$ cat src/rtl/frame_trig_pkg.sv
package frame_trig_pkg;

  typedef enum logic [1:0] {
    ST_IDLE,
    ST_WAIT_VS,
    ST_WAIT_LN,
    ST_STREAM
  } trigState_t;

  // strobes from control to datapath
  typedef struct packed {
    logic loadCount;
    logic clearLines;
    logic incLines;
    logic streaming;
  } ctrlStrb_t;

  // status from datapath to control
  typedef struct packed {
    logic vsEvent;
    logic hsEvent;
    logic lastPixel;
    logic zeroCount;
    logic lineHit;
    logic lineZero;
  } dpStat_t;

endpackage

$ cat src/rtl/te_pulse_qual.sv
module te_pulse_qual #(
  parameter int TICK_W = 8
) (
  input  logic              clk,
  input  logic              rstN,
  input  logic              pinIn,
  input  logic              invert,
  input  logic [TICK_W-1:0] minWidth,
  output logic              qualEvent
);

  logic [1:0]        syncQ;
  logic              active;
  logic [TICK_W-1:0] runCnt;
  logic              fired;

  always_ff @(posedge clk or negedge rstN) begin
    if (!rstN) syncQ <= '0;
    else       syncQ <= {syncQ[0], pinIn};
  end

  assign active = syncQ[1] ^ invert;

  // runCnt holds the earlier active cycles of the current run
  assign qualEvent = active && !fired && (runCnt >= minWidth);

  always_ff @(posedge clk or negedge rstN) begin
    if (!rstN) begin
      runCnt <= '0;
      fired  <= 1'b0;
    end else if (!active) begin
      runCnt <= '0;
      fired  <= 1'b0;
    end else begin
      if (runCnt != '1) runCnt <= runCnt + 1'b1;
      if (qualEvent)    fired  <= 1'b1;
    end
  end

endmodule

$ cat src/rtl/frame_trig_datapath.sv
module frame_trig_datapath
  import frame_trig_pkg::*;
#(
  parameter int PIX_W  = 16,
  parameter int LINE_W = 11,
  parameter int TICK_W = 8,
  parameter int DATA_W = 16
) (
  input  logic              clk,
  input  logic              rstN,
  input  ctrlStrb_t         strb,
  output dpStat_t           stat,
  input  logic [PIX_W-1:0]  pixelCount,
  input  logic [LINE_W-1:0] lineTarget,
  input  logic [TICK_W-1:0] hsMinWidth,
  input  logic [TICK_W-1:0] vsMinWidth,
  input  logic              hsInvert,
  input  logic              vsInvert,
  input  logic              hsyncPin,
  input  logic              vsyncPin,
  input  logic              inValid,
  output logic              inReady,
  input  logic [DATA_W-1:0] inData,
  output logic              outValid,
  input  logic              outReady,
  output logic [DATA_W-1:0] outData
);

  localparam int LCMP_W = LINE_W + 1;

  logic [PIX_W-1:0]  remaining;
  logic [LINE_W-1:0] lineCnt;
  logic              xferFire;

  te_pulse_qual #(.TICK_W(TICK_W)) u_hsQual (
    .clk(clk), .rstN(rstN), .pinIn(hsyncPin), .invert(hsInvert),
    .minWidth(hsMinWidth), .qualEvent(stat.hsEvent)
  );

  te_pulse_qual #(.TICK_W(TICK_W)) u_vsQual (
    .clk(clk), .rstN(rstN), .pinIn(vsyncPin), .invert(vsInvert),
    .minWidth(vsMinWidth), .qualEvent(stat.vsEvent)
  );

  assign outValid = inValid && strb.streaming;
  assign inReady  = outReady && strb.streaming;
  assign outData  = inData;
  assign xferFire = outValid && outReady;

  always_ff @(posedge clk or negedge rstN) begin
    if (!rstN)               remaining <= '0;
    else if (strb.loadCount) remaining <= pixelCount;
    else if (xferFire)       remaining <= remaining - 1'b1;
  end

  always_ff @(posedge clk or negedge rstN) begin
    if (!rstN)                lineCnt <= '0;
    else if (strb.clearLines) lineCnt <= '0;
    else if (strb.incLines)   lineCnt <= lineCnt + 1'b1;
  end

  assign stat.lastPixel = xferFire && (remaining == PIX_W'(1));
  assign stat.zeroCount = (remaining == '0);
  assign stat.lineHit   = (LCMP_W'(lineCnt) + LCMP_W'(1)) == LCMP_W'(lineTarget);
  assign stat.lineZero  = (lineTarget == '0);

endmodule

$ cat src/rtl/frame_trig_ctrl.sv
module frame_trig_ctrl
  import frame_trig_pkg::*;
(
  input  logic      clk,
  input  logic      rstN,
  input  logic      ctrlWrite,
  input  logic      ctrlEnable,
  input  logic      syncEnable,
  input  logic      lineMode,
  input  dpStat_t   stat,
  output ctrlStrb_t strb,
  output logic      enableState,
  output logic      frameDone
);

  trigState_t state, stateNext;
  logic       doneNext;

  always_comb begin
    stateNext      = state;
    doneNext       = 1'b0;
    strb           = '0;
    strb.streaming = (state == ST_STREAM) && !stat.zeroCount;
    if (state != ST_IDLE && ctrlWrite && !ctrlEnable) begin
      stateNext = ST_IDLE;               // abort, no frame-done
    end else begin
      case (state)
        ST_IDLE: begin
          if (ctrlWrite && ctrlEnable) begin
            strb.loadCount  = 1'b1;
            strb.clearLines = 1'b1;
            stateNext       = syncEnable ? ST_WAIT_VS : ST_STREAM;
          end
        end
        ST_WAIT_VS: begin
          if (stat.vsEvent) begin
            strb.clearLines = 1'b1;
            stateNext       = (lineMode && !stat.lineZero) ? ST_WAIT_LN : ST_STREAM;
          end
        end
        ST_WAIT_LN: begin
          if (stat.vsEvent) begin
            strb.clearLines = 1'b1;      // fresh vsync restarts counting
          end else if (stat.hsEvent) begin
            if (stat.lineHit) stateNext     = ST_STREAM;
            else              strb.incLines = 1'b1;
          end
        end
        ST_STREAM: begin
          if (stat.lastPixel || stat.zeroCount) begin
            stateNext = ST_IDLE;
            doneNext  = 1'b1;
          end
        end
        default: stateNext = ST_IDLE;
      endcase
    end
  end

  always_ff @(posedge clk or negedge rstN) begin
    if (!rstN) begin
      state     <= ST_IDLE;
      frameDone <= 1'b0;
    end else begin
      state     <= stateNext;
      frameDone <= doneNext;
    end
  end

  assign enableState = (state != ST_IDLE);

endmodule

$ cat src/rtl/frame_xfer_trigger.sv
module frame_xfer_trigger
  import frame_trig_pkg::*;
#(
  parameter int PIX_W  = 16,
  parameter int LINE_W = 11,
  parameter int TICK_W = 8,
  parameter int DATA_W = 16
) (
  input  logic              clk,
  input  logic              rstN,
  input  logic              ctrlWrite,
  input  logic              ctrlEnable,
  input  logic [PIX_W-1:0]  pixelCount,
  input  logic              syncEnable,
  input  logic              lineMode,
  input  logic [LINE_W-1:0] lineTarget,
  input  logic [TICK_W-1:0] hsMinWidth,
  input  logic [TICK_W-1:0] vsMinWidth,
  input  logic              hsInvert,
  input  logic              vsInvert,
  input  logic              hsyncPin,
  input  logic              vsyncPin,
  input  logic              inValid,
  output logic              inReady,
  input  logic [DATA_W-1:0] inData,
  output logic              outValid,
  input  logic              outReady,
  output logic [DATA_W-1:0] outData,
  output logic              enableState,
  output logic              frameDone
);

  ctrlStrb_t strb;
  dpStat_t   stat;

  frame_trig_ctrl u_ctrl (
    .clk(clk), .rstN(rstN), .ctrlWrite(ctrlWrite), .ctrlEnable(ctrlEnable),
    .syncEnable(syncEnable), .lineMode(lineMode), .stat(stat), .strb(strb),
    .enableState(enableState), .frameDone(frameDone)
  );

  frame_trig_datapath #(
    .PIX_W(PIX_W), .LINE_W(LINE_W), .TICK_W(TICK_W), .DATA_W(DATA_W)
  ) u_dp (
    .clk(clk), .rstN(rstN), .strb(strb), .stat(stat),
    .pixelCount(pixelCount), .lineTarget(lineTarget),
    .hsMinWidth(hsMinWidth), .vsMinWidth(vsMinWidth),
    .hsInvert(hsInvert), .vsInvert(vsInvert),
    .hsyncPin(hsyncPin), .vsyncPin(vsyncPin),
    .inValid(inValid), .inReady(inReady), .inData(inData),
    .outValid(outValid), .outReady(outReady), .outData(outData)
  );

endmodule

$ cat config.mk
export PLATFORM = sky130hd
export DESIGN_NAME = frame_xfer_trigger
export DESIGN_NICKNAME = d
export VERILOG_FILES = /design/src/rtl/frame_trig_pkg.sv /design/src/rtl/te_pulse_qual.sv /design/src/rtl/frame_trig_datapath.sv /design/src/rtl/frame_trig_ctrl.sv /design/src/rtl/frame_xfer_trigger.sv
export SDC_FILE = /design/constraint.sdc
export NUM_CORES = 1
export LEC_CHECK = 0
export BUFFER_PORTS_ARGS = -buffer_cell sky130_fd_sc_hd__buf_2
export CORE_ASPECT_RATIO = 1.5
export CORE_MARGIN = 5
export CORE_UTILIZATION = 50
export CTS_BUF_LIST = sky130_fd_sc_hd__clkbuf_16
export CTS_CLUSTER_SIZE = 25
export DETAILED_ROUTE_END_ITERATION = 8
export PLACE_DENSITY_LB_ADDON = 0.15
export SYNTH_ARGS = -nofsm -noshare
export SYNTH_HDL_FRONTEND = slang
export SYNTH_SLANG_ARGS = --single-unit
$ cat constraint.sdc
create_clock -name clk -period 3.5 [get_ports clk]
set_input_delay 0.175 -clock clk [delete_from_list [all_inputs] [get_ports clk]]
set_output_delay 0.175 -clock clk [all_outputs]
set_load 0.005 [all_outputs]
After elaboration in Yosys (flattened, before gate mapping)
Index checks and enable logic that the tools add are counted.
{"block": "op_classes", "div_mod_pow": 0, "n_eq_ne": 17, "reduce_logical": 27, "order_cmp": 2, "n_addsub": 5, "n_shift": 0, "mux": 34, "n_bitwise": 2, "mul": 0}
{"cell": "16-bit two-way mux", "n": 2}
{"cell": "8-bit two-way mux", "n": 4}
{"cell": "11-bit two-way mux", "n": 2}
{"cell": "2-bit two-way mux", "n": 9}
{"cell": "8-bit by 1-bit adder with 8-bit output (second input constant)", "n": 2}
{"cell": "16-bit by 1-bit equality test with 1-bit output (second input constant)", "n": 1}
{"cell": "8-bit greater-or-equal comparator", "n": 2}
{"cell": "16-bit zero test", "n": 1}
{"cell": "8-bit != test (second input constant)", "n": 2}
{"cell": "16-bit by 1-bit subtractor with 16-bit output (second input constant)", "n": 1}
{"cell": "1-bit two-way mux", "n": 14}
{"cell": "1-bit logical AND", "n": 13}
{"cell": "11-bit by 1-bit adder with 12-bit output (second input constant)", "n": 1}
{"cell": "12-bit by 11-bit equality test with 1-bit output", "n": 1}
{"cell": "11-bit by 1-bit adder with 11-bit output (second input constant)", "n": 1}
{"cell": "11-bit zero test", "n": 1}
{"cell": "3-bit by 1-bit != test with 1-bit output (second input constant)", "n": 3}
{"cell": "2-bit one-hot mux with 4 select lines", "n": 1}
{"cell": "3-bit != test (second input constant)", "n": 2}
{"cell": "6-bit AND reduction", "n": 1}
{"cell": "2-bit nonzero test", "n": 3}
{"cell": "1-bit zero test", "n": 5}
{"cell": "2-bit equality test (second input constant)", "n": 2}
{"cell": "2-bit by 1-bit != test with 1-bit output (second input constant)", "n": 2}
{"cell": "other kinds (9)", "n": 11}
{"block": "word_totals", "ff_bits": 52, "out_inout_bits": 20, "inputBits": 71, "n_memories": 0, "mem_bits_ro": 0, "elab_cells": 97, "mem_bits_rw": 0, "latchBits": 0}

Logic depth before layout (Yosys ltp)
{"block": "depth", "depth_word": 10, "mapped_depth": 11, "depth_no_buf": 9}

Cells and area by module
From an unflattened synthesis, not the netlist that was laid out.
{"block": "hier_totals", "cells_unflattened": 417, "area_unflattened_um2": 3633.5}
{"mod": "frame_trig_datapath", "n_inst": 1, "cells_each": 228, "area_per_inst_um2": 1909.3}
{"mod": "te_pulse_qual", "n_inst": 2, "cells_each": 74, "area_per_inst_um2": 690.7}
{"mod": "frame_trig_ctrl", "n_inst": 1, "cells_each": 41, "area_per_inst_um2": 342.8}

Worst setup path before layout
Ideal clock, no wire load.
{"block": "synth_path", "kind": "flip-flop to flip-flop", "start": "reg u_dp.u_vsQual.runCnt[0]", "end": "reg u_dp.lineCnt[7]", "stages_incl_launch_ff": 11, "period_less_slack_ns": 2.765, "path_buffers": 1, "slack_ns": 0.735, "t_arrival_ns": 2.687, "path_cell_list": "dfrtp_1 inv_1 ha_1 nand2b_4 a2111o_1 a211o_1 a211o_1 or2_1 buf_6 or4_1 a21oi_1"}
{"block": "synth_via", "elab_chain_len": 6}
{"item": "start, declared", "line": "te_pulse_qual.sv:14", "source": "logic [TICK_W-1:0] runCnt;"}
{"item": "start signal, assigned", "line": "te_pulse_qual.sv:35", "source": "if (runCnt != '1) runCnt <= runCnt + 1'b1;"}
{"item": "8-bit greater-or-equal comparator (*)", "line": "te_pulse_qual.sv:25", "source": "assign qualEvent = active && !fired && (runCnt >= minWidth);"}
{"item": "1-bit logical AND (*)", "line": "te_pulse_qual.sv:25"}
{"item": "1-bit two-way mux (on tied branches)", "line": "frame_trig_ctrl.sv:36, frame_trig_ctrl.sv:42"}
{"item": "1-bit one-hot mux with 2 select lines or 1-bit two-way mux (tied branches)", "line": "frame_trig_ctrl.sv:27", "source": "case (state)"}
{"item": "3-bit two-way mux (*)", "line": "frame_trig_ctrl.sv:24", "source": "if (state != ST_IDLE && ctrlWrite && !ctrlEnable) begin"}
{"item": "11-bit two-way mux or 2-bit nonzero test (tied branches)"}
{"item": "end signal, assigned", "line": "frame_trig_datapath.sv:59", "source": "else if (strb.incLines) lineCnt <= lineCnt + 1'b1;"}
{"item": "end, declared", "line": "frame_trig_datapath.sv:32", "source": "logic [LINE_W-1:0] lineCnt;"}
Every way passes the cells marked *; elsewhere a longest branch is shown, timed or not.
A chain may end at the register's enable or synchronous reset.

Worst setup path after layout
{"block": "layout_path", "start": "reg u_dp.u_vsQual.runCnt[0]", "end": "reg u_dp.lineCnt[10]"}
The elaborated chain is that of the path after synthesis.

==> metrics <==
run status=finished, violations left; failing checks=hold timing; GRT Residual Overflow=0; most common cell in the netlist=dfrtp_1; Tcrit/Tclk final=90.7%; crit path max fanout=20; number of flops mapped to enable cells by yosys=0; final core occ=57.1%; Top delay family on crit path=compound AO/OA/AOI/OAI gates; Avg Inst Size Synth=8.58 µm²; die width=79.9 µm; most used cell, CP=a211o_1; I/O pin total=91; synthesized instance count=427; vias in the first global route=3,145; first-pass GRT wire length=13,900 µm; layout cell share with drive strength beyond 1=15.9%; DRT antenna net count=0; worst slew pin tran=0.746 ns; largest area contributor in the netlist=dfrtp_1; initial drt markers=132; antenna violations before repair=0; setup TNS=0 ns; hpwl dp=6100 µm; CTS tree=yes; most common library cells after synthesis=dfrtp_1 (52), nor2_1 (45), nand2_1 (29), o21ai_0 (28), ha_1 (27); Buf/Inv on CP=1; Worst EP required=3.72 ns; Reg2Reg Capture Point=u_dp.lineCnt[10]; Tmin final=3.17 ns; largest net degree at the start of global routing=53; M2 GR Usage=33.5%; Final nets=569; Initial DRT Pass Iterations=4; Clock Sink Count=52; RSZ-0062 raised after global routing=no; htree depth=2; hold crit path type=in2async; vias per std cell=5.49; Synth area leaders=dfrtp_1 (36%), ha_1 (9.2%), xnor2_1 (6.2%), nor2_1 (4.6%), o21ai_0 (3.8%); Setup CP Type=reg2reg; TritonCTS buffer count=5; vias=3,141; Setup Skew=0.00528 ns; CP arrival=3.39 ns; PortBufs=58; RD Place Congestion=0.827; busiest grt layer=met2; Main synth FF type=dfrtp_1; Rel. slew slack=49.9%; Area Growth Syn to Fin=11.9%; Reg2Reg Depth=9; Post-Syn Nets=525; Max Clk Rate=0.315 GHz; clock buffer depth=2; DRC violations left=0; count of final setup violators=0; Final Hold Fails=10; Post-CTS Setup Bufs=0; Starting Density=51.0%; CTS Hold Buffers Added=2; fin. max-slew vios=0; leakage=1.86 nW; slowest stage delay, CP=0.55 ns; Yosys reg bits=52; root buffer selected by CTS=clkbuf_16; Clk Latency, worst-skew pair=0.29 ns; die area=9180 µm²; post-cts resize count=0; antenna diode count=0; flop2flop setup slack=0.33 ns; CP endpoint kind=flip-flop; power per cell area=482 nW/µm²; M1 GR Usage=22.3%; total track usage=18.8%; crit path max-delay cell type=or4_1; maximum vdd ir drop=0.318 mV; Fin Hold WS=-0.0153 ns; Syn Std Cell Area=3660 µm²; met3 Track Usage GR=3.29%; RR Startpoint=u_dp.u_vsQual.runCnt[0]; max cap viols=0; asr flop ratio synth=100%; Core Area=7180 µm²; Netlist cell types=50; Core Rows=38; Die Ht=115 µm; WL/cell=14.1 µm; number of fill cells=673; clock slew seen by the registers of the worst setup and hold paths=0.07 ns; Critical Path, Cell by Cell=inv_1 > ha_1 > nand2b_4 > a2111o_1 > a211o_1 > a211o_1 > or2_1 > or4_1 > a21oi_1; Seq/Total Area, Yosys=35.5%; drt total wl=8040 µm; top cell type's share of synthesized area=35.5%; Synthesis Warnings=0; Setup crit start kind=flip-flop
-- where the power goes --
group / internal, W / leakage (nW) / total [W] / switching (W)
Clock: 0.000258 / 0.0738 / 0.000465 / 0.000207
Sequential: 0.000715 / 0.685 / 0.000828 / 0.000112
Combinational: 0.000311 / 1.10 / 0.000684 / 0.000374
-- per-layer routing --
| layer | share of wire (%) | up-vias | wire length (µm) |
|---|---|---|---|
| met4 | 1.4 | 0 | 109 |
| met2 | 53 | 58 | 4230 |
| met3 | 3.3 | 9 | 266 |
| met1 | 43 | 1473 | 3440 |
| li1 | - | 1601 | - |
| met5 | 0 | - | 0 |
-- worst max-delay path by stage --
stage	startpoint	to	cells after the start
2_1_floorplan	u_dp.u_vsQual.runCnt[0]	u_dp.lineCnt[7]	10
3_3_place_gp	u_dp.u_vsQual.runCnt[0]	u_dp.lineCnt[10]	9
3_5_place_dp	u_dp.u_vsQual.runCnt[0]	u_dp.lineCnt[10]	9
4_1_cts	u_dp.u_vsQual.runCnt[0]	u_dp.lineCnt[10]	9
5_1_grt	u_dp.u_vsQual.runCnt[0]	u_dp.lineCnt[10]	9
6_report	u_dp.u_vsQual.runCnt[0]	u_dp.lineCnt[10]	9
-- sequential cells by signal, summed over array words and instances, names as in the netlist --
register and count:
u_ctrl.frameDone 1, u_dp.u_vsQual.runCnt 8, u_ctrl.state 2, u_dp.remaining 16, u_dp.u_hsQual.syncQ 2, u_dp.u_vsQual.syncQ 2
u_dp.u_hsQual.fired 1, u_dp.u_hsQual.runCnt 8, u_dp.lineCnt 11, u_dp.u_vsQual.fired 1
-- worst register-to-register path, delay by kind of cell (launching register included) --
kind            cells  cell delay [ns]
buf+inv             1             0.06
simple gates        3             1.13
compound gates      4             1.22
flops               1             0.42
fa+ha+maj           1             0.28
-- kinds of logic after synthesis --
group / synth area share (%)
and+or+nand+nor: 24.5
AOI/OAI and AO/OA: 15.0
buffers and inverters: 7.41
DFF: 35.5
xor gates and xnor gates: 8.13
adders and majority gates: 9.22
muxes: 0.273
-- final cells by class --
class                           count  area, µm²  area share [%]
Clock inverter                      3       11.3           0.275
Clock buffer                        5        125            3.05
Sequential cell                    52       1300            31.7
Multi-Input combinational cell    322       2090            51.0
Tap cell                          100        125            3.05
Timing Repair Buffer               66        355            8.67
Inverter                           24       90.1            2.20
-- stage by stage --
| stage | worst slack, ns | cells | total power [W] | instance area (µm²) |
|---|---|---|---|---|
| after floorplan | 0.735 | 427 | 0.00133 | 3660 |
| after global placement | 0.457 | 562 | 0.00150 | 3940 |
| after detailed placement | 0.336 | 562 | 0.00152 | 3940 |
| after CTS | 0.317 | 572 | 0.00200 | 4100 |
| after global routing | 0.170 | 572 | 0.00214 | 4100 |
| final | 0.327 | 572 | 0.00198 | 4100 |
-- placed cells by master, fill, tap and decap left out, drive strengths merged, types with 9 or more instances in the layout --
cell type and count:
o31ai 9, nand2 29, xnor2 26, or4 9, o21ai 32, and3 14
inv 26, nor2 45, nand4 9, nand3 26, a21oi 16, ha 27
nor3 10, buf 64, dfrtp 52
No activity file was read; power rests on OpenSTA's default activity.
